==> config.mk <==
export PLATFORM = sky130hd
export DESIGN_NAME = pwm_edge_gen
export DESIGN_NICKNAME = d
export VERILOG_FILES = /design/src/rtl/pwm_edge_pkg.sv /design/src/rtl/pwm_prescale.sv /design/src/rtl/pwm_timebase.sv /design/src/rtl/pwm_wave.sv /design/src/rtl/pwm_edge_gen.sv
export SDC_FILE = /design/constraint.sdc
export NUM_CORES = 1
export LEC_CHECK = 0
export BUFFER_PORTS_ARGS = -buffer_cell sky130_fd_sc_hd__clkbuf_2
export CELL_PAD_IN_SITES_DETAIL_PLACEMENT = 1
export CELL_PAD_IN_SITES_GLOBAL_PLACEMENT = 1
export CORE_MARGIN = 2
export CORE_UTILIZATION = 39
export CTS_CLUSTER_SIZE = 8
export DETAILED_ROUTE_END_ITERATION = 10
export PLACE_DENSITY_LB_ADDON = 0.1
export SLEW_MARGIN = 0
export SYNTH_ARGS = -nofsm -noshare
export SYNTH_HDL_FRONTEND = slang
export SYNTH_SLANG_ARGS = --single-unit
==> constraint.sdc <==
create_clock -name clk -period 2.27 [get_ports clk]
set_input_delay 0.1135 -clock clk [delete_from_list [all_inputs] [get_ports clk]]
set_output_delay 0.1135 -clock clk [all_outputs]
set_load 0.1 [all_outputs]
==> src/rtl/pwm_edge_pkg.sv <==
package pwm_edge_pkg;

  // Normal-polarity level for a count value: zero threshold wins, then
  // threshold at/above limit, then the plain comparison.
  function automatic logic level_at(input logic [31:0] cnt,
                                    input logic [31:0] cmp,
                                    input logic [31:0] lim);
    if (cmp == 32'd0) return 1'b1;
    if (cmp >= lim)   return 1'b0;
    return (cnt >= cmp);
  endfunction

  // Divider reached its setting (or was left above a smaller new one).
  function automatic logic tick_due(input logic [31:0] pre_cnt,
                                    input logic [31:0] div);
    return (pre_cnt >= div);
  endfunction

  // Timebase reached its limit and must restart.
  function automatic logic at_limit(input logic [31:0] cnt,
                                    input logic [31:0] lim);
    return (cnt >= lim);
  endfunction

endpackage

==> src/rtl/pwm_prescale.sv <==
module pwm_prescale #(
  parameter int PRE_W = 8
) (
  input  logic             clk,
  input  logic             rst_n,
  input  logic             en,
  input  logic [PRE_W-1:0] div,
  output logic             tick
);
  import pwm_edge_pkg::*;

  logic [PRE_W-1:0] pre_q;

  assign tick = en && tick_due(32'(pre_q), 32'(div));

  always_ff @(posedge clk or negedge rst_n) begin
    if (!rst_n) begin
      pre_q <= '0;
    end else if (en) begin
      if (tick) pre_q <= '0;
      else      pre_q <= pre_q + 1'b1;
    end
  end
endmodule

==> src/rtl/pwm_timebase.sv <==
module pwm_timebase #(
  parameter int CNT_W = 16
) (
  input  logic             clk,
  input  logic             rst_n,
  input  logic             tick,
  input  logic             top_wr,
  input  logic [CNT_W-1:0] top_din,
  input  logic             cmp_wr,
  input  logic [CNT_W-1:0] cmp_din,
  output logic [CNT_W-1:0] cnt,
  output logic [CNT_W-1:0] top_act,
  output logic [CNT_W-1:0] cmp_act,
  output logic             wrap_ev
);
  import pwm_edge_pkg::*;

  logic [CNT_W-1:0] top_buf, cmp_buf;

  assign wrap_ev = tick && at_limit(32'(cnt), 32'(top_act));

  // holding stage: written any time
  always_ff @(posedge clk or negedge rst_n) begin
    if (!rst_n) begin
      top_buf <= '0;
      cmp_buf <= '0;
    end else begin
      if (top_wr) top_buf <= top_din;
      if (cmp_wr) cmp_buf <= cmp_din;
    end
  end

  // working stage: copied only at the wrap
  always_ff @(posedge clk or negedge rst_n) begin
    if (!rst_n) begin
      top_act <= '0;
      cmp_act <= '0;
    end else if (wrap_ev) begin
      top_act <= top_buf;
      cmp_act <= cmp_buf;
    end
  end

  always_ff @(posedge clk or negedge rst_n) begin
    if (!rst_n)       cnt <= '0;
    else if (wrap_ev) cnt <= '0;
    else if (tick)    cnt <= cnt + 1'b1;
  end
endmodule

==> src/rtl/pwm_wave.sv <==
module pwm_wave #(
  parameter int CNT_W = 16
) (
  input  logic             clk,
  input  logic             rst_n,
  input  logic             en,
  input  logic             invert,
  input  logic [CNT_W-1:0] cnt,
  input  logic [CNT_W-1:0] top_act,
  input  logic [CNT_W-1:0] cmp_act,
  input  logic             wrap_ev,
  output logic             lvl,
  output logic             pwm_out,
  output logic             wrap_pulse
);
  import pwm_edge_pkg::*;

  always_ff @(posedge clk or negedge rst_n) begin
    if (!rst_n) begin
      lvl        <= 1'b0;
      wrap_pulse <= 1'b0;
    end else begin
      wrap_pulse <= en && wrap_ev;
      if (en) lvl <= level_at(32'(cnt), 32'(cmp_act), 32'(top_act));
    end
  end

  assign pwm_out = lvl ^ invert;
endmodule

==> src/rtl/pwm_edge_gen.sv <==
module pwm_edge_gen #(
  parameter int CNT_W = 16,
  parameter int PRE_W = 8
) (
  input  logic             clk,
  input  logic             rst_n,
  input  logic             en,
  input  logic [PRE_W-1:0] pre_div,
  input  logic             top_wr,
  input  logic [CNT_W-1:0] top_din,
  input  logic             cmp_wr,
  input  logic [CNT_W-1:0] cmp_din,
  input  logic             invert,
  output logic             pwm_out,
  output logic             wrap_pulse
);
  logic             tick;
  logic             wrap_ev;
  logic             lvl;
  logic [CNT_W-1:0] cnt, top_act, cmp_act;

  pwm_prescale #(.PRE_W(PRE_W)) u_pre (
    .clk(clk), .rst_n(rst_n), .en(en), .div(pre_div), .tick(tick)
  );

  pwm_timebase #(.CNT_W(CNT_W)) u_tb (
    .clk(clk), .rst_n(rst_n), .tick(tick),
    .top_wr(top_wr), .top_din(top_din),
    .cmp_wr(cmp_wr), .cmp_din(cmp_din),
    .cnt(cnt), .top_act(top_act), .cmp_act(cmp_act), .wrap_ev(wrap_ev)
  );

  pwm_wave #(.CNT_W(CNT_W)) u_wave (
    .clk(clk), .rst_n(rst_n), .en(en), .invert(invert),
    .cnt(cnt), .top_act(top_act), .cmp_act(cmp_act), .wrap_ev(wrap_ev),
    .lvl(lvl), .pwm_out(pwm_out), .wrap_pulse(wrap_pulse)
  );
endmodule

=== Word level (Yosys, flattened, before mapping) ===
Cells that the tools add are included.

* Register bits after elaboration: 90
* Word-level logic and storage cells: 32
* Output and inout port bits: 2

* $lt $le $gt $ge: 4
* Multiplexer cells: 12
* Bitwise operators: 1
* Reduce and logical (&&, ||, !) cells: 5
* Add/subtract/negate cells: 2

{| class="wikitable"
|+ Operator list
! kind !! number
|-
| $ge 16x16->1 || 3
|-
| $mux 16 || 2
|-
| $add 16x1->16 const B || 1
|-
| $logic_not 16->1 || 1
|-
| $mux 1 || 9
|-
| $add 8x1->8 const B || 1
|-
| $ge 8x8->1 || 1
|-
| $mux 8 || 1
|-
| $logic_and 1x1->1 || 3
|-
| $reduce_bool 2->1 || 1
|-
| $xor 1x1->1 || 1
|}

=== Longest topological paths before layout ===
Gate-level depths: netlist (run 1).

* Word-level depth: 7
* Gate-level depth with buffers: 10
* Mapped depth without buffers: 8

=== Cells and area by module ===
A second synthesis (run 1) with hierarchy kept.

* Cells, all modules: 675
* Area total of the unflattened synthesis: 6114.6 um^2

{| class="wikitable"
|+ By module, submodules not included
! module !! cells each !! times used !! sequential area each (um^2) !! area an instance (um^2)
|-
| pwm_timebase || 487 || 1 || 2001.9 || 4599.4
|-
| pwm_wave || 120 || 1 || 50.0 || 920.9
|-
| pwm_prescale || 68 || 1 || 200.2 || 594.3
|}

=== Worst setup path before layout (run 1) ===
OpenSTA, ideal clock, no wires.

* Path kind: reg-to-reg
* From: register u_tb.cnt[6]
* To: register u_tb.cmp_act[10]
* Arrival time: 2.125 ns
* Clock period less this slack: 2.250 ns
* Buffers on the path: 2
* Library setup time: 0.125 ns
* Cell stages (with the launch flop): 9
* Slack: 0.020 ns
* Cell sequence: dfrtp_1 > ha_1 > and3_1 > a221oi_1 > o32a_1 > buf_4 > a21oi_4 > buf_6 > mux2_4

* Word-level cells in the longest chain between the ends: 2

{| class="wikitable"
|+ Ends and longest elaborated chain
! item !! line !! RTL
|-
| start, declared || pwm_timebase.sv:11 || <nowiki>output logic [CNT_W-1:0] cnt,</nowiki>
|-
| start signal, assigned || pwm_timebase.sv:47 || <nowiki>else if (tick) cnt <= cnt + 1'b1;</nowiki>
|-
| $ge 16x16->1 || pwm_edge_pkg.sv:22 || <nowiki>return (cnt >= lim);</nowiki>
|-
| $logic_and 1x1->1 || pwm_timebase.sv:20 || <nowiki>assign wrap_ev = tick && at_limit(32'(cnt), 32'(top_act));</nowiki>
|-
| end signal, assigned || pwm_timebase.sv:40 || <nowiki>cmp_act <= cmp_buf;</nowiki>
|-
| end, declared || pwm_timebase.sv:13 || <nowiki>output logic [CNT_W-1:0] cmp_act,</nowiki>
|}

No other way between the ends.
A chain may end at the register's enable or synchronous reset.

=== Worst setup path in the final report (run 1) ===
* From: register u_tb.top_act[5]
* To: register u_tb.top_act[0]

* Word-level cells in the longest chain between the ends: 2

{| class="wikitable"
|+ Ends and longest elaborated chain
! item !! line !! RTL
|-
| start, declared || pwm_timebase.sv:12 || <nowiki>output logic [CNT_W-1:0] top_act,</nowiki>
|-
| start signal, assigned || pwm_timebase.sv:39 || <nowiki>top_act <= top_buf;</nowiki>
|-
| $ge 16x16->1 || pwm_edge_pkg.sv:22 ||
|-
| $logic_and 1x1->1 || pwm_timebase.sv:20 ||
|}

No other way between the ends.

==> summary.md, run 1 <==
| Metric | Value |
|---|---|
| Share of layout cells above drive strength 1 | 37.5% |
| DRC | 0 |
| Max transition margin | 64.3% |
| Sum Neg Setup Slack | -2160 ps |
| Flop pwr share | 31.2% |
| Switching part of the total | 37.3% |
| Failing checks | negative setup slack |
| Leakage | 0.00326 uW |
| Clock power share | 19.7% |
| Row cnt | 42 |
| Seq/Total Area, Yosys | 43.0% |
| IR drop worst, VDD | 0.000532 V |
| GP Congestion | 0.822 |
| Clock sink count | 90 |
| Setup WS pre-CTS | -118 ps |
| Final Skew | 11.0 ps |
| Final ANT Viol Nets | 0 |
| Power Density | 1130 mW/mm^2 |
| First-pass GRT wire length | 23,000 um |
| Post-layout util | 53.4% |
| Netlist cell types | 50 |
| CTS Buffer Depth | 2 |
| H-tree lvl count | 3 |
| Clock Latency Late Sink | 350 ps |
| Worst reg2reg startpoint | u_tb.top_act[5] |
| IO Count | 48 |
| Final setup fails | 32 |
| Flops & latches, synth | 90 |
| Worst EP required | 2500 ps |
| Logic pwr share | 49.0% |
| M2 GR Usage | 35.8% |
| Via count | 4,135 |
| PortBufs | 47 |
| Pin count of the biggest net entering global routing | 38 |
| Worst Hold Class | in -> reg |
| # placed instances | 727 |
| Tot GR Track Use | 20.9% |
| Switch Pwr | 2960 uW |
| Commonest non-fill, non-tap cell in the layout | dfrtp_1 |
| Vias in the first global route | 4,405 |
| Initial Util | 39.7% |
| Synthesized net count | 570 |
| Detailed placement HPWL | 10,200 um |
| Area of the die | 0.0144 mm^2 |
| Worst setup SP type | flip-flop |
| Status | finished, violations left |
| Critical R2R Capture | u_tb.top_act[0] |
| Drt total wl | 14,400 um |
| Critical Path Fanout Max | 8 |
| Worst Setup End Kind | flip-flop |
| Final Max Slew Viols | 0 |
| Initial antenna violation count | 0 |
| Avg Synthesized Cell Area | 11.2 um^2 |
| Core area | 0.0132 mm^2 |
| Fin. Hold Viols | 0 |
| Crit Path Category | reg -> reg |
| Diode count | 0 |
| Hold depth | 2 |
| Busiest grt layer | met2 |
| Clock root cell | clkbuf_16 |
| Primary FF master, synth | dfrtp_1 |
| Post-synth EDFFs | 0 |
| Crit path arrival time | 2590 ps |
| R2R cell count | 9 |
| Asr flop ratio synth | 100% |
| Die X-Extent | 120 um |
| Crit-path cells | inv_1 > ha_1 > and3_4 > a221oi_1 > o32a_1 > a21oi_4 > buf_12 > clkbuf_16 > mux2_4 |
| Synth warnings | 0 |
| Area of the mapped netlist | 0.00524 mm^2 |
| Met1 usage | 27.2% |
| RSZ-0062 raised after global routing | true |
| Fin crit period | 2360 ps |
| CP peak stage delay | 380 ps |
| Int Pwr | 4980 uW |
| Met3 Use GR | 2.76% |
| Final period util | 104% |
| Slowest CP cell | dfrtp_1 |
| Max-cap violation count | 0 |
| Number of iterations in the first detailed-routing pass | 5 |
| Post-synthesis cell count | 466 |
| Mean routed wirelength per cell | 18.2 um |
| CTS Buf Count | 9 |
| Most frequent cells in the layout | dfrtp_1, buf_4, ha_1 |
| Min-delay src | top_din[14] |
| Gr ovfl total | 0 |
| Worst reg2reg setup slack | -90 ps |
| Die Y | 120 um |
| Worst Hold Slack | 10.9 ps |
| Max Clk Rate | 423 MHz |
| Vias per cell | 5.24 |
| Initial DRC count | 202 |
| Clock transition at the registers of the reported paths | 60 ps |
| CTS tree | built |
| Post-layout worst setup margin | -91.8 ps |
| Worst-Margin Slew | 538 ps |
| Area Growth Syn to Fin | 34.6% |
| Worst setup startpoint | u_tb.top_act[5] |
| Nets | 712 |
| Hold EP | u_tb.top_buf[14] |
| Non-filler cells, final | 789 |
## through the flow
step           area (um^2)  power, uW
2_1_floorplan         5240       4470
3_3_place_gp          6020       5600
3_5_place_dp          6020       5810
4_1_cts               6820       7690
5_1_grt               7050       8540
6_report              7050       7930
## worst max-delay path, delay by kind of cell, from the launching register on
kind                       cells  cell delay [ps]
adders and majority gates      1              240
AOI/OAI and AO/OA              3              710
and+or+nand+nor                1              190
DFF                            1              380
muxes                          1              300
buffers and inverters          3              440
## power by group through the flow
stage / clock, uW / combinational [uW] / sequential, uW
2_1_floorplan: 0 / 2080 / 2390
3_3_place_gp: 0 / 3140 / 2460
3_5_place_dp: 0 / 3330 / 2480
4_1_cts: 1610 / 3610 / 2470
5_1_grt: 1690 / 4310 / 2540
6_report: 1570 / 3890 / 2480
## synthesized netlist by cell type, types with 5 or more instances
cell type  instances  area (um^2)
a21oi_1           15         75.1
a31oi_1            8         50.1
clkbuf_1           6         22.5
dfrtp_1           90         2250
ha_1              58          726
inv_1             54          203
mux2_2            35          394
mux2_4            29          435
nand2_1           23         86.3
nand2b_1          10         62.6
nand3_1           15         75.1
nand4_1           17          106
nor2_1            13         48.8
nor4_1             5         31.3
o21ai_0           11         55.1
o22ai_1            7         43.8
## registers in the layout, summed over array words and instances, names as in the netlist
| register | flops |
|---|---|
| u_pre.pre_q | 8 |
| u_tb.cmp_act | 16 |
| u_tb.cmp_buf | 16 |
| u_tb.cnt | 16 |
| u_tb.top_act | 16 |
| u_tb.top_buf | 16 |
| u_wave.lvl | 1 |
| u_wave.wrap_pulse | 1 |
## what timing repair did
item                                    4_1_cts  5_1_grt
endpoints found under the setup margin       35       45
gates cloned                                  2        2
gates resized for setup                      20       18
hold endpoints to repair                     64        0
buffers inserted                              1       11
hold buffers                                 30        0
pin swaps                                     7       12
## cell type report
cell class | instances | area [um^2]
fill | 1442 | 6140
multi-input combinational | 309 | 2900
sequential | 90 | 2250
timing repair buffer | 144 | 1160
clock buffer | 12 | 267
tap | 176 | 220
inverter | 54 | 203
clock inverter | 4 | 48.8
## routing by layer
| metal | up-vias | wire, um |
|---|---|---|
| li1 | 1971 | - |
| met1 | 2052 | 6450 |
| met2 | 89 | 7140 |
| met3 | 23 | 416 |
| met4 | 0 | 376 |
| met5 | - | 0 |
## logic make-up (layout without fill, tap and decap cells)
kind of cell / count (synthesis) / count (layout) / synth area share [%]
mux: 66 / 66 / 16.2
simple gates: 102 / 102 / 10.2
flops: 90 / 90 / 43.0
buf+inv: 67 / 214 / 5.38
compound gates: 79 / 79 / 10.6
xor+xnor: 4 / 4 / 0.669
fa+ha+maj: 58 / 58 / 13.9
## worst max path at each step
stage	endpoint	slack, ps	cells past startpoint
floorplan	u_tb.cmp_act[10]	20	8
finish	u_tb.top_act[0]	-90	9
global route	u_tb.top_act[0]	-150	9
CTS	u_tb.cmp_act[0]	-4	10
global placement	u_wave.lvl	-70	7
detailed placement	u_tb.top_act[14]	-120	9
Power figures use the tool's default switching activity.
==> run 2, diff against run 1 <==
--- a/config.mk
+++ b/config.mk
@@ -8,11 +8,13 @@
 export BUFFER_PORTS_ARGS = -buffer_cell sky130_fd_sc_hd__clkbuf_2
 export CELL_PAD_IN_SITES_DETAIL_PLACEMENT = 1
 export CELL_PAD_IN_SITES_GLOBAL_PLACEMENT = 1
+export CORE_ASPECT_RATIO = 1.4
 export CORE_MARGIN = 2
 export CORE_UTILIZATION = 39
 export CTS_CLUSTER_SIZE = 8
 export DETAILED_ROUTE_END_ITERATION = 10
 export PLACE_DENSITY_LB_ADDON = 0.1
+export SKIP_LAST_GASP = 1
 export SLEW_MARGIN = 0
 export SYNTH_ARGS = -nofsm -noshare
 export SYNTH_HDL_FRONTEND = slang
==> run 2 against run 1 <==
Largest cell class unchanged. Total power is 1.5% higher. Hold slack worse by 6.8 ps. Via count is 0.94% lower. Sequential cell count stayed put. Count of clock-buffer cells in the layout is 3 lower. Clock power is 5% higher. Fmax is 1.5% lower. Combinational power is 2% higher. First-iteration DRC count is 73% lower. Largest power group unchanged. The flow still finishes with violations (negative setup slack). Final cell count is 0.63% lower.
==> summary.md, run 2 (same netlist as run 1, synthesis figures left out) <==
| Metric | Value |
|---|---|
| Status | finished, violations left |
| Failing checks | negative setup slack |
| Worst Setup End Kind | flip-flop |
| PortBufs | 47 |
| Initial DRC count | 55 |
| Commonest non-fill, non-tap cell in the layout | dfrtp_1 |
| Most frequent cells in the layout | dfrtp_1, buf_4, inv_1, ha_1, clkbuf_2 |
| IO Count | 48 |
| IR drop worst, VDD | 0.000652 V |
| Final Skew | 14.3 ps |
| R2R cell count | 9 |
| Fin crit period | 2400 ps |
| Number of iterations in the first detailed-routing pass | 4 |
| Crit-path cells | ha_4 > nand4_1 > nor2_1 > nand3_1 > o32a_1 > a21oi_4 > buf_12 > buf_12 > mux2_4 |
| Pin count of the biggest net entering global routing | 56 |
| Clock root cell | clkbuf_16 |
| Max transition margin | 58.6% |
| Nets | 702 |
| Worst path top cell family by delay | simple AND/OR/NAND/NOR gates |
| Logic pwr share | 49.3% |
| Switch Pwr | 2970 uW |
| Post-layout worst setup margin | -127 ps |
| Max Clk Rate | 417 MHz |
| Detailed placement HPWL | 10,500 um |
| CTS Buf Count | 9 |
| Area of the multi-input gates | 0.00285 mm^2 |
| Gr ovfl total | 0 |
| Tot GR Track Use | 19.7% |
| RSZ-0062 raised after global routing | true |
| Share of layout cells above drive strength 1 | 38.7% |
| Hold depth | 2 |
| First-pass GRT wire length | 22,100 um |
| Worst EP required | 2490 ps |
| Flop pwr share | 30.2% |
| Fin area | 0.00690 mm^2 |
| Initial Util | 39.5% |
| Area after DPL | 0.00617 mm^2 |
| Clock transition at the registers of the reported paths | 70 ps |
| Switching part of the total | 36.9% |
| Crit Path Category | reg -> reg |
| Worst Hold Class | in -> reg |
| # placed instances | 750 |
| Final ANT Viol Nets | 0 |
| Die X-Extent | 102 um |
| Buffer and inverter count on the worst path | 2 |
| CTS Buffer Depth | 2 |
| Clock power share | 20.5% |
| CP peak stage delay | 460 ps |
| H-tree lvl count | 3 |
| Int Pwr | 5080 uW |
| Mean routed wirelength per cell | 17.9 um |
| CTS tree | built |
| Sum Neg Setup Slack | -3490 ps |
| Reg area | 0.00226 mm^2 |
| Worst setup SP type | flip-flop |
| Final Max Slew Viols | 0 |
| DRC | 0 |
| Fin. Hold Viols | 0 |
| Drt total wl | 14,000 um |
| Final period util | 106% |
| Critical R2R Capture | u_tb.cmp_act[12] |
| Min-delay src | cmp_din[13] |
| Die Y | 141 um |
| Worst-Margin Slew | 616 ps |
| Slowest CP cell | dfrtp_2 |
| Hold EP | u_tb.cmp_buf[13] |
| Area of the die | 0.0144 mm^2 |
| Area Growth Syn to Fin | 31.8% |
| Vias in the first global route | 4,475 |
| Worst reg2reg setup slack | -130 ps |
| Final setup fails | 33 |
| Non-filler cells, final | 784 |
| CP most frequent cell | buf_12 |
| Critical Path Fanout Max | 8 |
| Crit path arrival time | 2610 ps |
| GP Congestion | 0.791 |
| Fillers | 1,487 |
| Diode count | 0 |
| Power Density | 1170 mW/mm^2 |
| Core area | 0.0133 mm^2 |
| Worst reg2reg startpoint | u_tb.cnt[10] |
| Initial antenna violation count | 0 |
| Leakage | 0.00323 uW |
| Row cnt | 50 |
| Vias per cell | 5.22 |
| Clock Latency Late Sink | 340 ps |
| Clock sink count | 90 |
| Max-cap violation count | 0 |
| Via count | 4,096 |
==> run 2: worst max path at each step <==
stage	startpoint	end	slack (ps)	cells after the start
after floorplan	u_tb.cnt[6]	u_tb.cmp_act[10]	20	8
after global placement	u_tb.top_act[6]	u_tb.cnt[0]	-60	9
after detailed placement	u_tb.cnt[10]	u_wave.lvl	-100	7
after CTS	u_tb.cnt[13]	u_tb.cmp_act[0]	-100	8
after global routing	u_tb.top_act[15]	u_tb.cmp_act[12]	-200	10
final	u_tb.cnt[10]	u_tb.cmp_act[12]	-130	9
==> run 2: power groups by stage <==
stage	logic, uW	clock network (uW)	registers, uW
6_report	3970	1650	2430
3_3_place_gp	3410	0	2430
2_1_floorplan	2080	0	2390
4_1_cts	3640	1700	2430
3_5_place_dp	3580	0	2460
5_1_grt	4420	1760	2500
==> run 2: what timing repair did <==
item,CTS,global route
gates cloned,0,4
hold buffers,8,1
setup endpoints to repair,41,49
pin swaps,0,13
hold endpoints to repair,42,1
buffers inserted,0,6
gates resized for setup,3,28
==> run 2: routing by layer <==
metal | GRT usage [%] | wire length, um
met4 | 7.30 | 414
met2 | 35.2 | 7570
met1 | 23.8 | 5700
met3 | 2.63 | 355
met5 | 0 | 0
==> run 2: layout make-up <==
| type | count | share of cell area (%) |
|---|---|---|
| clock buffer | 9 | 3.26 |
| tap | 182 | 3.30 |
| multi-input combinational | 309 | 41.3 |
| timing repair buffer | 134 | 15.1 |
| inverter | 54 | 2.94 |
| clock inverter | 6 | 1.41 |
| sequential | 90 | 32.7 |
==> run 2: per-stage QoR <==
stage / setup slack, ps / utilization (%) / power, uW / hold slack (ps)
detailed placement: -104 / 46.5 / 6040 / 135
global route: -205 / 52.0 / 8680 / -0.481
finish: -127 / 52.0 / 8050 / 4.13
global placement: -57.0 / 46.5 / 5850 / 124
floorplan: 20.2 / - / 4470 / -182
CTS: -101 / 49.6 / 7770 / 0.0667
